===== src/rtl/rs_enc_pkg.sv =====
package rs_enc_pkg;

  localparam int GF_MAXW = 10;

  typedef logic [GF_MAXW-1:0] gf_t;

  typedef enum logic [1:0] {
    MODE_IDLE = 2'd0,
    MODE_DATA = 2'd1,
    MODE_PAR  = 2'd2
  } enc_mode_e;

  // Product of two field elements of width w, reduced by poly (bit w set).
  function automatic gf_t gf_mul(input gf_t a, input gf_t b, input int w,
                                 input logic [GF_MAXW:0] poly);
    logic [GF_MAXW:0] sh;
    gf_t              res;
    res = '0;
    sh  = {1'b0, a};
    for (int i = 0; i < GF_MAXW; i++) begin
      if (i < w) begin
        if (b[i]) res = res ^ sh[GF_MAXW-1:0];
        sh = sh << 1;
        if (sh[w]) sh = sh ^ poly;
      end
    end
    return res;
  endfunction

  // alpha raised to e, elaboration use only.
  function automatic gf_t gf_alpha_pow(input int e, input int w,
                                       input logic [GF_MAXW:0] poly);
    int  ord;
    int  k;
    gf_t v;
    ord = (1 << w) - 1;
    k   = e % ord;
    v   = gf_t'(1);
    for (int i = 0; i < k; i++) v = gf_mul(v, gf_t'(2), w, poly);
    return v;
  endfunction

endpackage


===== src/rtl/rs_enc_coef_sel.sv =====
module rs_enc_coef_sel
  import rs_enc_pkg::*;
#(
  parameter int               SYM_W      = 4,
  parameter int               R_MAX      = 4,
  parameter int               R_MIN      = 2,
  parameter logic [GF_MAXW:0] FIELD_POLY = 11'h013,
  parameter int               FIRST_ROOT = 1,
  parameter int               ROOT_STEP  = 2,
  localparam int              RW         = $clog2(R_MAX + 1),
  localparam int              CV_W       = R_MAX * SYM_W
) (
  input  logic [RW-1:0]   r_sel,
  output logic [CV_W-1:0] coef
);

  localparam int NSET = R_MAX - R_MIN + 1;

  // Non-monic coefficients g[0..r-1], aligned so g[r-1] sits in the top slot.
  function automatic logic [CV_W-1:0] build_gen(input int r);
    gf_t              g [0:R_MAX];
    gf_t              root;
    logic [CV_W-1:0]  pk;
    for (int j = 0; j <= R_MAX; j++) g[j] = '0;
    g[0] = gf_t'(1);
    for (int i = 0; i < r; i++) begin
      root = gf_alpha_pow(FIRST_ROOT + i * ROOT_STEP, SYM_W, FIELD_POLY);
      for (int j = i + 1; j >= 1; j--)
        g[j] = g[j-1] ^ gf_mul(g[j], root, SYM_W, FIELD_POLY);
      g[0] = gf_mul(g[0], root, SYM_W, FIELD_POLY);
    end
    pk = '0;
    for (int j = 0; j < r; j++) pk[(R_MAX - r + j) * SYM_W +: SYM_W] = g[j][SYM_W-1:0];
    return pk;
  endfunction

  logic [CV_W-1:0] tbl [NSET];

  for (genvar gi = 0; gi < NSET; gi++) begin : g_set
    localparam logic [CV_W-1:0] SET_C = build_gen(R_MIN + gi);
    assign tbl[gi] = SET_C;
  end

  always_comb begin
    coef = tbl[NSET-1];
    for (int k = 0; k < NSET; k++) begin
      if (r_sel == RW'(R_MIN + k)) coef = tbl[k];
    end
  end

endmodule


===== src/rtl/rs_enc_ctrl.sv =====
module rs_enc_ctrl
  import rs_enc_pkg::*;
#(
  parameter int  N_MAX  = 15,
  parameter int  R_MAX  = 4,
  parameter int  R_MIN  = 2,
  parameter bit  VAR_EN = 1'b1,
  localparam int CW     = $clog2(N_MAX + 1),
  localparam int RW     = $clog2(R_MAX + 1)
) (
  input  logic          clk,
  input  logic          rst_n,
  input  logic          en,
  input  logic          start,
  input  logic [CW-1:0] cw_len,
  input  logic [RW-1:0] chk_cnt,
  output enc_mode_e     mode,
  output logic [RW-1:0] r_sel
);

  localparam int N_MIN = R_MAX + 1;

  logic          busy_q, busy_n;
  logic [CW-1:0] cnt_q, cnt_n;
  logic [CW-1:0] n_q, n_n;
  logic [RW-1:0] r_q, r_n;
  logic [CW-1:0] n_clamp, n_in, k_q;
  logic [RW-1:0] r_clamp, r_in;

  always_comb begin
    if (cw_len < CW'(N_MIN))      n_clamp = CW'(N_MIN);
    else if (cw_len > CW'(N_MAX)) n_clamp = CW'(N_MAX);
    else                          n_clamp = cw_len;
    if (chk_cnt < RW'(R_MIN))      r_clamp = RW'(R_MIN);
    else if (chk_cnt > RW'(R_MAX)) r_clamp = RW'(R_MAX);
    else                           r_clamp = chk_cnt;
    n_in = VAR_EN ? n_clamp : CW'(N_MAX);
    r_in = VAR_EN ? r_clamp : RW'(R_MAX);
  end

  assign k_q   = n_q - CW'(r_q);
  assign r_sel = start ? r_in : r_q;

  always_comb begin
    if (start)            mode = MODE_DATA;
    else if (!busy_q)     mode = MODE_IDLE;
    else if (cnt_q < k_q) mode = MODE_DATA;
    else                  mode = MODE_PAR;
  end

  always_comb begin
    busy_n = busy_q;
    cnt_n  = cnt_q;
    n_n    = n_q;
    r_n    = r_q;
    if (start) begin
      busy_n = 1'b1;
      cnt_n  = CW'(1);
      n_n    = n_in;
      r_n    = r_in;
    end else if (busy_q) begin
      if (cnt_q + CW'(1) == n_q) begin
        busy_n = 1'b0;
        cnt_n  = '0;
      end else begin
        cnt_n = cnt_q + CW'(1);
      end
    end
  end

  always_ff @(posedge clk or negedge rst_n) begin
    if (!rst_n) begin
      busy_q <= 1'b0;
      cnt_q  <= '0;
      n_q    <= CW'(N_MAX);
      r_q    <= RW'(R_MAX);
    end else if (en) begin
      busy_q <= busy_n;
      cnt_q  <= cnt_n;
      n_q    <= n_n;
      r_q    <= r_n;
    end
  end

  // position stays inside the codeword
  assert_cnt_bound_R2: assert property (@(posedge clk) disable iff (!rst_n)
    busy_q |-> (cnt_q >= CW'(1)) && (cnt_q < n_q));

  // an accepted start restarts the count at one
  assert_start_restart_R3: assert property (@(posedge clk) disable iff (!rst_n)
    (en && start) |=> (busy_q && cnt_q == CW'(1)));

  // lengths do not move inside a codeword
  assert_len_held_R7: assert property (@(posedge clk) disable iff (!rst_n)
    (busy_q && !(en && start)) |=> (n_q == $past(n_q)) && (r_q == $past(r_q)));

  // latched lengths within their clamps
  assert_len_range_R8: assert property (@(posedge clk) disable iff (!rst_n)
    busy_q |-> (n_q >= CW'(N_MIN)) && (n_q <= CW'(N_MAX)) &&
               (r_q >= RW'(R_MIN)) && (r_q <= RW'(R_MAX)));

endmodule


===== src/rtl/rs_enc_lfsr.sv =====
module rs_enc_lfsr
  import rs_enc_pkg::*;
#(
  parameter int               SYM_W      = 4,
  parameter int               R_MAX      = 4,
  parameter logic [GF_MAXW:0] FIELD_POLY = 11'h013,
  localparam int              CV_W       = R_MAX * SYM_W
) (
  input  logic             clk,
  input  logic             rst_n,
  input  logic             en,
  input  logic             clr,
  input  enc_mode_e        mode,
  input  logic [SYM_W-1:0] din,
  input  logic [CV_W-1:0]  coef,
  output logic [SYM_W-1:0] par_top
);

  logic [R_MAX-1:0][SYM_W-1:0] p_q, p_n, base;
  logic [SYM_W-1:0]            fb;

  function automatic logic [SYM_W-1:0] mulw(input logic [SYM_W-1:0] a,
                                            input logic [SYM_W-1:0] b);
    gf_t t;
    t = gf_mul(gf_t'(a), gf_t'(b), SYM_W, FIELD_POLY);
    return t[SYM_W-1:0];
  endfunction

  always_comb begin
    for (int j = 0; j < R_MAX; j++) base[j] = clr ? '0 : p_q[j];
    fb  = (mode == MODE_DATA) ? (din ^ base[R_MAX-1]) : '0;
    p_n = p_q;
    case (mode)
      MODE_DATA: begin
        p_n[0] = mulw(fb, coef[0 +: SYM_W]);
        for (int j = 1; j < R_MAX; j++)
          p_n[j] = base[j-1] ^ mulw(fb, coef[j*SYM_W +: SYM_W]);
      end
      MODE_PAR: begin
        p_n[0] = '0;
        for (int j = 1; j < R_MAX; j++) p_n[j] = p_q[j-1];
      end
      default: p_n = p_q;
    endcase
  end

  always_ff @(posedge clk or negedge rst_n) begin
    if (!rst_n)  p_q <= '0;
    else if (en) p_q <= p_n;
  end

  assign par_top = p_q[R_MAX-1];

  if (R_MAX > 1) begin : g_chk
    // check symbols leave in order, one register per enabled edge
    assert_par_shift_R2: assert property (@(posedge clk) disable iff (!rst_n)
      (en && mode == MODE_PAR) |=> (p_q[R_MAX-1] == $past(p_q[R_MAX-2])));
  end

  // nothing moves while stalled
  assert_par_frozen_R4: assert property (@(posedge clk) disable iff (!rst_n)
    !en |=> $stable(p_q));

endmodule


===== src/rtl/rs_syst_enc.sv =====
module rs_syst_enc
  import rs_enc_pkg::*;
#(
  parameter int               SYM_W      = 4,
  parameter int               N_MAX      = 15,
  parameter int               R_MAX      = 4,
  parameter int               R_MIN      = 2,
  parameter logic [GF_MAXW:0] FIELD_POLY = 11'h013,
  parameter int               FIRST_ROOT = 1,
  parameter int               ROOT_STEP  = 2,
  parameter bit               VAR_EN     = 1'b1,
  localparam int              CW         = $clog2(N_MAX + 1),
  localparam int              RW         = $clog2(R_MAX + 1)
) (
  input  logic             clk,
  input  logic             rst_n,
  input  logic             start,
  input  logic             en,
  input  logic [SYM_W-1:0] sym_in,
  input  logic [CW-1:0]    cw_len,
  input  logic [RW-1:0]    chk_cnt,
  output logic [SYM_W-1:0] sym_out
);

  localparam int CV_W = R_MAX * SYM_W;

  logic [1:0]       rst_sync_q;
  logic             rst_int_n;
  enc_mode_e        mode;
  logic [RW-1:0]    r_sel;
  logic [CV_W-1:0]  coef;
  logic [SYM_W-1:0] par_top;
  logic [SYM_W-1:0] out_q, out_n;

  always_ff @(posedge clk or negedge rst_n) begin
    if (!rst_n) rst_sync_q <= 2'b00;
    else        rst_sync_q <= {rst_sync_q[0], 1'b1};
  end
  assign rst_int_n = rst_sync_q[1];

  rs_enc_ctrl #(
    .N_MAX(N_MAX), .R_MAX(R_MAX), .R_MIN(R_MIN), .VAR_EN(VAR_EN)
  ) ctrl_i (
    .clk(clk), .rst_n(rst_int_n), .en(en), .start(start),
    .cw_len(cw_len), .chk_cnt(chk_cnt), .mode(mode), .r_sel(r_sel)
  );

  rs_enc_coef_sel #(
    .SYM_W(SYM_W), .R_MAX(R_MAX), .R_MIN(R_MIN), .FIELD_POLY(FIELD_POLY),
    .FIRST_ROOT(FIRST_ROOT), .ROOT_STEP(ROOT_STEP)
  ) coef_i (
    .r_sel(r_sel), .coef(coef)
  );

  rs_enc_lfsr #(
    .SYM_W(SYM_W), .R_MAX(R_MAX), .FIELD_POLY(FIELD_POLY)
  ) lfsr_i (
    .clk(clk), .rst_n(rst_int_n), .en(en), .clr(start), .mode(mode),
    .din(sym_in), .coef(coef), .par_top(par_top)
  );

  always_comb begin
    case (mode)
      MODE_DATA: out_n = sym_in;
      MODE_PAR:  out_n = par_top;
      default:   out_n = '0;
    endcase
  end

  always_ff @(posedge clk or negedge rst_n) begin
    if (!rst_n)       out_q <= '0;
    else if (!rst_int_n) out_q <= '0;
    else if (en)      out_q <= out_n;
  end

  assign sym_out = out_q;

  // information symbols pass through with one register
  assert_data_pass_R1: assert property (@(posedge clk) disable iff (!rst_int_n)
    (en && mode == MODE_DATA) |=> (sym_out == $past(sym_in)));

  // output frozen while stalled
  assert_hold_stall_R4: assert property (@(posedge clk) disable iff (!rst_int_n)
    !en |=> $stable(sym_out));

  // idle output is zero
  assert_idle_zero_R6: assert property (@(posedge clk) disable iff (!rst_int_n)
    (en && mode == MODE_IDLE) |=> (sym_out == '0));

  // output cleared while held in reset
  assert_reset_clear_R9: assert property (@(posedge clk)
    !rst_n |-> (sym_out == '0));

endmodule


===== config.mk =====
export PLATFORM = sky130hd
export DESIGN_NAME = rs_syst_enc
export DESIGN_NICKNAME = d
export VERILOG_FILES = /design/src/rtl/rs_enc_pkg.sv /design/src/rtl/rs_enc_coef_sel.sv /design/src/rtl/rs_enc_ctrl.sv /design/src/rtl/rs_enc_lfsr.sv /design/src/rtl/rs_syst_enc.sv
export SDC_FILE = /design/constraint.sdc
export NUM_CORES = 1
export LEC_CHECK = 0
export BUFFER_PORTS_ARGS = -buffer_cell sky130_fd_sc_hd__buf_2
export CAP_MARGIN = 20
export CORE_MARGIN = 3
export CORE_UTILIZATION = 40
export CTS_CLUSTER_SIZE = 30
export DETAILED_ROUTE_END_ITERATION = 16
export GPL_TIMING_DRIVEN = 0
export SYNTH_ARGS = -nofsm -noshare
export SYNTH_HDL_FRONTEND = slang
export SYNTH_HIERARCHICAL = 1
export SYNTH_SLANG_ARGS = --single-unit

===== constraint.sdc =====
create_clock -name clk -period 1.1 [get_ports clk]
set_input_delay 0.11 -clock clk [delete_from_list [all_inputs] [get_ports clk]]
set_output_delay 0.11 -clock clk [all_outputs]
set_load 0.03 [all_outputs]

==> impl_metrics.tcl, run 1 <==
set metrics [dict create \
    synthTopCellsByCount "nand2_1, nand3_1, dfrtp_1, xnor2_1, inv_1" \
    outcome "complete, but fails checks" \
    synth.most_common_cell "nand2_1" \
    port_buffers 18 \
    min_to "ctrl_i/n_q[2]$_DFFE_PN1P_" \
    cts.sinks 34 \
    setup_slack_ns -2.902 \
    die_h_um 98.78 \
    place_inst 561 \
    ios 19 \
    rr_endpoint "lfsr_i/par_top[1]$_DFFE_PN0P_" \
    synth_area_per_cell_um2 7.952 \
    violations "setup timing" \
    post-dp-hpwl_mm 7.445 \
    clk_pin_slew_worst_paths_ns 0.08 \
    min_path_type "input pin to flop" \
    grt_start_max_net_pins 20 \
    drv_slew 0 \
    cp.required_ns 1.33 \
    drt_pre_antenna_iters 4 \
    ir_drop_mv 1.406 \
    async_reset_ff_share_pct 100.0 \
    setup_viol 25 \
    grt.total_usage_pct 20.53 \
    cts_buffers 5 \
    cts_tree "built" \
    postRouteWirelength_mm 10.24 \
    grt_pass1_wl_mm 16.19 \
    hp-start "cw_len[3]" \
    wire_per_inst_um 17.01 \
    drt_iter0_markers 179 \
    reg2reg_depth 19 \
    synth_edf_count 0 \
    clockRootBuffer "clkbuf_8" \
    r2r-start "ctrl_i/n_q[0]$_DFFE_PN1P_" \
    area_growth_syn_to_layout_pct 32.99 \
    multi_input_area_um2 2725 \
    finish.utilization_pct 55.18 \
    nFillCells 763 \
    yosys-top-cells-area "dfrtp_1, nand2_1, xnor2_1" \
    antenna_cells 0 \
    fin_crit_sh_pct 363.8 \
    gp_congestion 0.8409 \
    antenna_found_initial 0 \
    synthCells 433 \
    core_region_area_um2 8299 \
    dieArea_um2 9757 \
    grt_pass1_vias 3270 \
    crit_arrival_ns 4.23 \
    regArea_um2 858.3 \
    cts_buffer_depth 2 \
    yosysTopAreaCell "dfrtp_1" \
    period_minus_slack_ns 4.002 \
    std_cell_rows 33 \
    hold_viol 0 \
    route.detailed.drc 0 \
    die_x_um 98.78 \
    critical_path_class "flop to flop" \
    synthDistinctLibCells 65 \
    max_cap_violations 0 \
    vias 3408 \
    rsz0062_at_grt "true" \
    worstSkewPairLatency_ns 0.29 \
    power_density_nw_per_um2 3014 \
    grt-ovfl-total 0 \
    layout.nets 523 \
    startpoint_type "flop" \
    tightest_slew_ns 0.7258 \
    synth_warnings 6 \
    viasPerCell 5.661 \
    synth-seq-cells 34 \
    holdPathStages 2 \
    syn_area_um2 3443 \
    synth-seq-area-share_pct 24.89 \
    skew_ns 0.01462 \
    leakagePower_nw 2.032 \
    relSlewSlack_pct 51.29 \
    max_freq_ghz 0.2499 \
    synth_ff_type "dfrtp_1" \
    critPathMaxFanout 8 \
    htree_levels 2 \
    dp_slack_ns -3.118 \
    total_power_mw 13.80 \
    initial_core_util_pct 41.49 \
    layout-drive-gt1-share_pct 34.00 \
    rrSetupSlack_ns -2.90 \
    instances_no_fill 602 \
    crit_path_end_kind "flop" \
    ant_nets 0 \
    yosys.area.top_type_share_pct 21.08 \
]
[cell families (layout without fill, tap and decap cells)]
family	Yosys count	count (layout)	share of synthesized area, %
and+or+nand+nor	180	180	26.53
AOI/OAI and AO/OA	94	94	19.22
buffers and inverters	54	114	7.921
xor gates and xnor gates	50	50	14.72
DFF	34	34	24.89
adders and majority gates	12	12	4.578
muxes	6	6	1.817
other	3	7	0.3270
[critical path: stages, from the launching register on]
cell     delay [ns]
dfstp_2        0.54
inv_2          0.05
ha_4           0.15
inv_2          0.05
fa_1           0.41
inv_1          0.07
ha_1           0.22
o21a_1         0.11
o21a_1         0.17
o21ai_2        0.14
a31o_2         0.22
ha_4           0.15
buf_6          0.12
or4bb_4        0.47
o21ai_4        0.14
xnor2_4        0.13
and3_4         0.20
nor4_1         0.42
nor4_2         0.09
nand3_1        0.10
[sequential cells by signal, summed over array words and instances, names as in the netlist]
| register | count |
|---|---|
| ctrl_i/busy_q | 1 |
| ctrl_i/cnt_q | 4 |
| ctrl_i/n_q | 4 |
| ctrl_i/r_q | 3 |
| lfsr_i/p_q | 12 |
| lfsr_i/par_top | 4 |
| rst_sync_q | 2 |
| sym_out | 4 |
[what timing repair did]
| action | CTS | global route |
|---|---|---|
| hold endpoints to repair | 6 | 0 |
| setup buffers | 12 | 21 |
| cloned | 0 | 1 |
| hold buffers | 1 | 0 |
| pin swaps | 31 | 33 |
| endpoints found under the setup margin | 25 | 25 |
| resized for setup | 37 | 44 |
[routing by layer]
layer / GRT usage [%] / up-vias / wire length [µm]
met5: 0 / - / 0
met4: 6.828 / 0 / 245
met3: 2.052 / 21 / 318
met2: 35.95 / 73 / 5109
met1: 26.42 / 1665 / 4566
li1: - / 1649 / -
[layout make-up]
cell class,count,share of cell area (%)
multi-input combinational,349,59.51
sequential,34,18.74
timing repair buffer,54,9.235
buffer,32,5.410
tap,105,2.869
inverter,20,1.749
clock buffer,5,1.503
clock inverter,3,0.9836
[power breakdown]
| part | internal (mW) | switching, mW |
|---|---|---|
| registers | 1.73 | 0.480 |
| clock network | 0.674 | 0.510 |
| logic | 5.10 | 5.31 |
| total | 7.51 | 6.30 |
[metrics by stage]
step / hold slack, ns / instance area (µm²) / TNS, ns
2_1_floorplan: -0.1856 / 3633 / -47.67
3_3_place_gp: -0.06489 / 3855 / -61.51
3_5_place_dp: -0.05589 / 3882 / -55.19
4_1_cts: 0.006581 / 4287 / -53.22
5_1_grt: 0.03032 / 4579 / -58.84
6_report: 0.01486 / 4579 / -54.16
[worst max-delay path by stage]
stage / startpoint / end / slack [ns]
4_1_cts: ctrl_i/n_q[0]$_DFFE_PN1P_ / lfsr_i/p_q[9]$_DFFE_PN0P_ / -2.89
3_5_place_dp: ctrl_i/n_q[0]$_DFFE_PN1P_ / lfsr_i/p_q[9]$_DFFE_PN0P_ / -3.12
2_1_floorplan: ctrl_i/n_q[0]$_DFFE_PN1P_ / lfsr_i/par_top[1]$_DFFE_PN0P_ / -2.64
6_report: ctrl_i/n_q[0]$_DFFE_PN1P_ / lfsr_i/par_top[1]$_DFFE_PN0P_ / -2.90
3_3_place_gp: ctrl_i/n_q[0]$_DFFE_PN1P_ / lfsr_i/p_q[9]$_DFFE_PN0P_ / -3.06
5_1_grt: ctrl_i/n_q[0]$_DFFE_PN1P_ / lfsr_i/p_q[9]$_DFFE_PN0P_ / -3.11
[cells in the final DEF, fill, tap and decap left out, types with 5 or more instances in the layout]
cell type | Yosys | layout
nand2_1 | 68 | 59
buf_4 | 15 | 43
nand3_1 | 31 | 30
dfrtp_1 | 29 | 28
buf_2 | 5 | 21
inv_1 | 20 | 17
xnor2_1 | 28 | 16
nor2_1 | 19 | 16
xor2_1 | 17 | 13
o21ai_0 | 16 | 12
nor2b_1 | 12 | 10
a211o_1 | 10 | 10
xnor2_2 | 0 | 9
nand2_2 | 0 | 9
ha_1 | 11 | 8
conb_1 | 3 | 7
a21oi_1 | 10 | 7
o211ai_1 | 7 | 7
nor4_1 | 12 | 7
buf_6 | 1 | 7
a211oi_1 | 8 | 7
a22oi_1 | 7 | 6
clkbuf_8 | 0 | 6
a31oi_1 | 6 | 6
o21ai_1 | 4 | 5
dfstp_2 | 5 | 5
nor4_2 | 0 | 5
Power figures use the tool's default switching activity.
==> run 2: changes to the inputs <==
--- a/config.mk
+++ b/config.mk
@@ -11,6 +11,7 @@
 export CORE_UTILIZATION = 40
 export CTS_CLUSTER_SIZE = 30
 export DETAILED_ROUTE_END_ITERATION = 16
+export GPL_ROUTABILITY_DRIVEN = 0
 export GPL_TIMING_DRIVEN = 0
 export SYNTH_ARGS = -nofsm -noshare
 export SYNTH_HDL_FRONTEND = slang
==> constraint.sdc (replaced) <==
create_clock -name clk -period 3.8 [get_ports clk]
set_input_delay 0.38 -clock clk [delete_from_list [all_inputs] [get_ports clk]]
set_output_delay 0.38 -clock clk [all_outputs]
set_load 0.03 [all_outputs]
==> impl_metrics.tcl, run 2 (synthesis results as in run 1) <==
set metrics [dict create \
    use_met3_pct 2.548 \
    total_power_mw 3.860 \
    finish.utilization_pct 53.64 \
    clockRootBuffer "clkbuf_8" \
    violations "setup timing" \
    cts.sinks 34 \
    cts_tree "built" \
    ios 19 \
    post-dp-hpwl_mm 7.097 \
    grt_start_max_net_pins 19 \
    critPathMaxFanout 7 \
    layout_commonest_cell "nand2_1" \
    setup_slack_ns -0.1933 \
    cts_buffers 5 \
    vias 3326 \
    relSlewSlack_pct 48.26 \
    power_density_nw_per_um2 867.1 \
    min_path_type "flop to async pin" \
    ant_nets 0 \
    rsz0062_at_grt "true" \
    clk_pin_slew_worst_paths_ns 0.08 \
    startpoint_type "flop" \
    hold_viol 0 \
    rr_endpoint "lfsr_i/p_q[9]$_DFFE_PN0P_" \
    setup_viol 11 \
    layout-drive-gt1-share_pct 30.66 \
    dieArea_um2 9757 \
    largest_reg_flops 12 \
    die_x_um 98.78 \
    period_minus_slack_ns 3.993 \
    crit_start "ctrl_i/n_q[0]$_DFFE_PN1P_" \
    area_growth_syn_to_layout_pct 29.29 \
    grt_pass1_wl_mm 15.39 \
    fin_crit_sh_pct 105.1 \
    design_area_um2 4452 \
    max_cap_violations 0 \
    instances_no_fill 591 \
    antenna_found_initial 0 \
    grt_pass1_vias 3072 \
    core_region_area_um2 8299 \
    port_buffers 18 \
    max_freq_ghz 0.2504 \
    crit_path_end_kind "flop" \
    drv_slew 0 \
    placed_cell_area_um2 3761 \
    drt_iter0_markers 213 \
    rrSetupSlack_ns -0.19 \
    route.detailed.drc 0 \
    worstSkewPairLatency_ns 0.29 \
    place_inst 561 \
    viasPerCell 5.628 \
    drt_pre_antenna_iters 4 \
    skew_ns 0.01149 \
    die_h_um 98.78 \
    layout_common_cells "nand2_1, buf_4, nand3_1, dfrtp_1, buf_2" \
    cp.required_ns 4.02 \
    top_register "lfsr_i/p_q" \
    critical_path_class "flop to flop" \
    grt.busiest_layer "met2" \
    crit_end "lfsr_i/p_q[9]$_DFFE_PN0P_" \
    ir_drop_mv 0.3149 \
    initial_core_util_pct 41.49 \
    outcome "complete, but fails checks" \
    reg2reg_depth 20 \
    grt_use_met1_pct 26.30 \
    grtUsageMet2_pct 31.61 \
    layout.nets 512 \
    postRouteWirelength_mm 9.485 \
    cts_buffer_depth 2 \
    wire_per_inst_um 16.05 \
    grt-ovfl-total 0 \
    grt.total_usage_pct 19.39 \
    std_cell_rows 33 \
    htree_levels 2 \
    leakagePower_nw 1.941 \
    crit_arrival_ns 4.21 \
    r2r-start "ctrl_i/n_q[0]$_DFFE_PN1P_" \
    tightest_slew_ns 0.7709 \
    antenna_cells 0 \
]
## run 2: final cells by class
class                      count  area, µm²
multi-input combinational    349       2711
clock buffer                   5      68.82
tap                          105      131.4
inverter                      20      81.33
clock inverter                 3      45.04
fill                         752       3847
timing repair buffer          42      316.6
buffer                        33      240.2
sequential                    34      857.1
## run 2: worst max-delay path: stages, from the launching register on
cell,delay (ns)
dfstp_2,0.54
inv_2,0.05
ha_4,0.15
inv_4,0.05
fa_1,0.40
inv_1,0.07
ha_1,0.22
o21a_1,0.11
o21a_1,0.17
o21ai_2,0.14
a31o_2,0.22
ha_4,0.15
buf_6,0.12
or4bb_4,0.47
o21ai_4,0.14
xnor2_4,0.14
and3_4,0.20
buf_4,0.13
nor4_2,0.30
nor4_2,0.08
nand3_1,0.09
## run 2: power by group
group / switching, mW / internal [mW] / leakage (nW)
sequential: 0.133 / 0.499 / 0.408
combinational: 1.50 / 1.39 / 1.48
clock: 0.142 / 0.195 / 0.0504
## run 2: what timing repair did
| item | CTS | global route |
|---|---|---|
| gates cloned | 0 | 0 |
| hold endpoints to repair | 6 | 0 |
| buffers inserted | 13 | 9 |
| hold buffers | 1 | 0 |
| endpoints found under the setup margin | 15 | 15 |
| resized for setup | 47 | 42 |
| pin swaps | 24 | 31 |
## run 2: routing by layer
metal | up-vias | share of wire [%]
met4 | 0 | 2.1
li1 | 1622 | -
met3 | 17 | 3.8
met2 | 82 | 47
met5 | - | 0
met1 | 1605 | 47
## run 2: worst min path at each step
| stage | from | endpoint |
|---|---|---|
| 2_1_floorplan | rst_n | rst_sync_q[0]$_DFF_PN0_ |
| 3_3_place_gp | rst_n | sym_out[2]$_DFFE_PN0P_ |
| 3_5_place_dp | rst_n | sym_out[2]$_DFFE_PN0P_ |
| 4_1_cts | cw_len[3] | ctrl_i/n_q[2]$_DFFE_PN1P_ |
| 5_1_grt | cw_len[3] | ctrl_i/n_q[2]$_DFFE_PN1P_ |
| 6_report | rst_sync_q[1]$_DFF_PN0_ | ctrl_i/cnt_q[2]$_DFFE_PN0P_ |
## run 2: stage by stage
step                      setup WS [ns]  hold slack (ns)  TNS (ns)
after floorplan                0.001070          0.08441         0
after global placement          -0.6450           0.2032    -4.596
after detailed placement        -0.6463           0.2079    -5.136
after CTS                       -0.2031           0.2645    -1.618
after global routing            -0.3891           0.2852    -3.633
final                           -0.1933           0.2600    -1.258
==> run 3: changes to the inputs <==
--- a/config.mk
+++ b/config.mk
@@ -13,6 +13,8 @@
 export DETAILED_ROUTE_END_ITERATION = 16
 export GPL_ROUTABILITY_DRIVEN = 0
 export GPL_TIMING_DRIVEN = 0
+export RECOVER_POWER = 50
+export SKIP_LAST_GASP = 1
 export SYNTH_ARGS = -nofsm -noshare
 export SYNTH_HDL_FRONTEND = slang
 export SYNTH_HIERARCHICAL = 1
==> constraint.sdc (replaced) <==
create_clock -name clk -period 3.35 [get_ports clk]
set_input_delay 0.335 -clock clk [delete_from_list [all_inputs] [get_ports clk]]
set_output_delay 0.335 -clock clk [all_outputs]
set_load 0.03 [all_outputs]
==> impl_metrics.tcl, run 3 (synthesis results as in run 1) <==
set metrics [dict create \
    cts_buffers 5 \
    core_region_area_um2 8299 \
    drt_iter0_markers 301 \
    startpoint_type "flop" \
    setup_viol 15 \
    setup_slack_ns -0.6709 \
    postRouteWirelength_mm 9.650 \
    ir_drop_mv 0.4250 \
    ios 19 \
    cp.required_ns 3.57 \
    vias 3350 \
    dp_slack_ns -0.8944 \
    post-dp-hpwl_mm 7.147 \
    grt_pass1_vias 3225 \
    die_h_um 98.78 \
    crit_path_end_kind "flop" \
    drt_pre_antenna_iters 6 \
    total_power_mw 4.534 \
    power_density_nw_per_um2 1014 \
    grt_start_max_net_pins 18 \
    port_buffers 18 \
    viasPerCell 5.630 \
    max_freq_ghz 0.2487 \
    grt.total_usage_pct 20.25 \
    layout-drive-gt1-share_pct 30.61 \
    critical_path_class "flop to flop" \
    largest_reg_flops 12 \
    dieArea_um2 9757 \
    clk_pin_slew_worst_paths_ns 0.08 \
    initial_core_util_pct 41.49 \
    max_cap_violations 0 \
    layout_commonest_cell "nand2_1" \
    antenna_found_initial 0 \
    cts.sinks 34 \
    grt-ovfl-total 0 \
    htree_levels 2 \
    leakagePower_nw 1.996 \
    cts_buffer_depth 2 \
    wire_per_inst_um 16.22 \
    clockRootBuffer "clkbuf_8" \
    relSlewSlack_pct 36.75 \
    grt_pass1_wl_mm 16.12 \
    violations "setup timing" \
    cts_tree "built" \
    critPathMaxFanout 5 \
    std_cell_rows 33 \
    route.detailed.drc 0 \
    worstSkewPairLatency_ns 0.29 \
    fin_crit_sh_pct 120.0 \
    top_register "lfsr_i/p_q" \
    area_growth_syn_to_layout_pct 29.83 \
    period_minus_slack_ns 4.021 \
    crit_arrival_ns 4.24 \
    rsz0062_at_grt "true" \
    skew_ns 0.01423 \
    r2r-start "ctrl_i/n_q[0]$_DFFE_PN1P_" \
    tightest_slew_ns 0.9487 \
    crit_start "ctrl_i/n_q[0]$_DFFE_PN1P_" \
    layout_common_cells "nand2_1, buf_4, nand3_1, dfrtp_1, buf_2" \
    layout.nets 516 \
    min_path_type "flop to async pin" \
    outcome "complete, but fails checks" \
    die_x_um 98.78 \
    ant_nets 0 \
    hold_viol 0 \
    antenna_cells 0 \
    drv_slew 0 \
]
run 3: cell count changes in the layout (fill, tap and decap cells not counted), moves of 3 or more:
cell / change
xnor2_1: -5
xnor2_2: +5
clkinvlp_4: -3
nor4_1: +3
buf_4: +3
run 3: worst max-delay path, cell delays in order (launching register included):
cell	delay, ns
dfstp_2	0.54
inv_2	0.05
ha_4	0.15
inv_2	0.05
fa_1	0.40
inv_1	0.07
ha_1	0.22
o21a_1	0.11
o21a_1	0.18
o21ai_2	0.17
a31o_4	0.20
ha_4	0.14
buf_6	0.10
or4bb_4	0.46
o21ai_4	0.13
buf_4	0.17
nand2_2	0.06
xnor2_2	0.14
xnor2_2	0.17
a211o_1	0.28
a31oi_1	0.16
run 3: area by class of cell:
cell class	count	area, µm²
clock buffers	5	68.82
plain buffers	32	236.5
repair buffers	47	332.8
multi-input cells	349	2693
inverters	20	82.58
fillers	785	3829
flip-flops and latches	34	857.1
well taps	105	131.4
clock inverters	3	68.82
run 3: report_power, final:
group          switching, mW  internal (mW)
clock network          0.163          0.298
logic                   1.73           1.63
registers              0.148          0.566
run 3: worst paths after layout:
path | endpoint | slack (ns) | cells past startpoint
max in group asynchronous | lfsr_i/p_q[3]$_DFFE_PN0P_ | 1.86 | 1
min in group clk | ctrl_i/n_q[2]$_DFFE_PN1P_ | 0.25 | 2
setup reg to reg | lfsr_i/p_q[8]$_DFFE_PN0P_ | -0.67 | 20
hold / removal | ctrl_i/cnt_q[2]$_DFFE_PN0P_ | 0.23 | 0
hold reg to reg | ctrl_i/cnt_q[2]$_DFFE_PN0P_ | 0.23 | 0
setup / recovery | lfsr_i/p_q[8]$_DFFE_PN0P_ | -0.67 | 20
run 3: routing by layer:
layer	GRT usage [%]	vias to the layer above	part of all wire, %	wire length (µm)
met5	0	-	0	0
met4	6.092	0	1.8	176
met3	1.982	14	3.6	347
met2	33.63	80	49	4742
met1	27.93	1628	45	4384
li1	-	1628	-	-
run 3: what timing repair did:
action                     CTS  global route
resized for setup           31            49
pin swaps                   30            27
hold buffers                 1             0
buffers inserted            17             9
setup endpoints to repair   16            16
cloned                       1             0
hold endpoints to repair     6             0
run 3: through the flow:
| stage | TNS [ns] | hold WS [ns] | utilization [%] | cell area (µm²) | cells |
|---|---|---|---|---|---|
| finish | -7.405 | 0.2328 | 53.87 | 4471 | 595 |
| global route | -10.32 | 0.2489 | 53.87 | 4471 | 595 |
| CTS | -7.607 | 0.2358 | 51.23 | 4252 | 587 |
| detailed placement | -9.966 | 0.1623 | 45.97 | 3815 | 561 |
| global placement | -9.136 | 0.1581 | 45.64 | 3787 | 560 |
| floorplan | -4.057 | 0.03941 | - | 3566 | 437 |
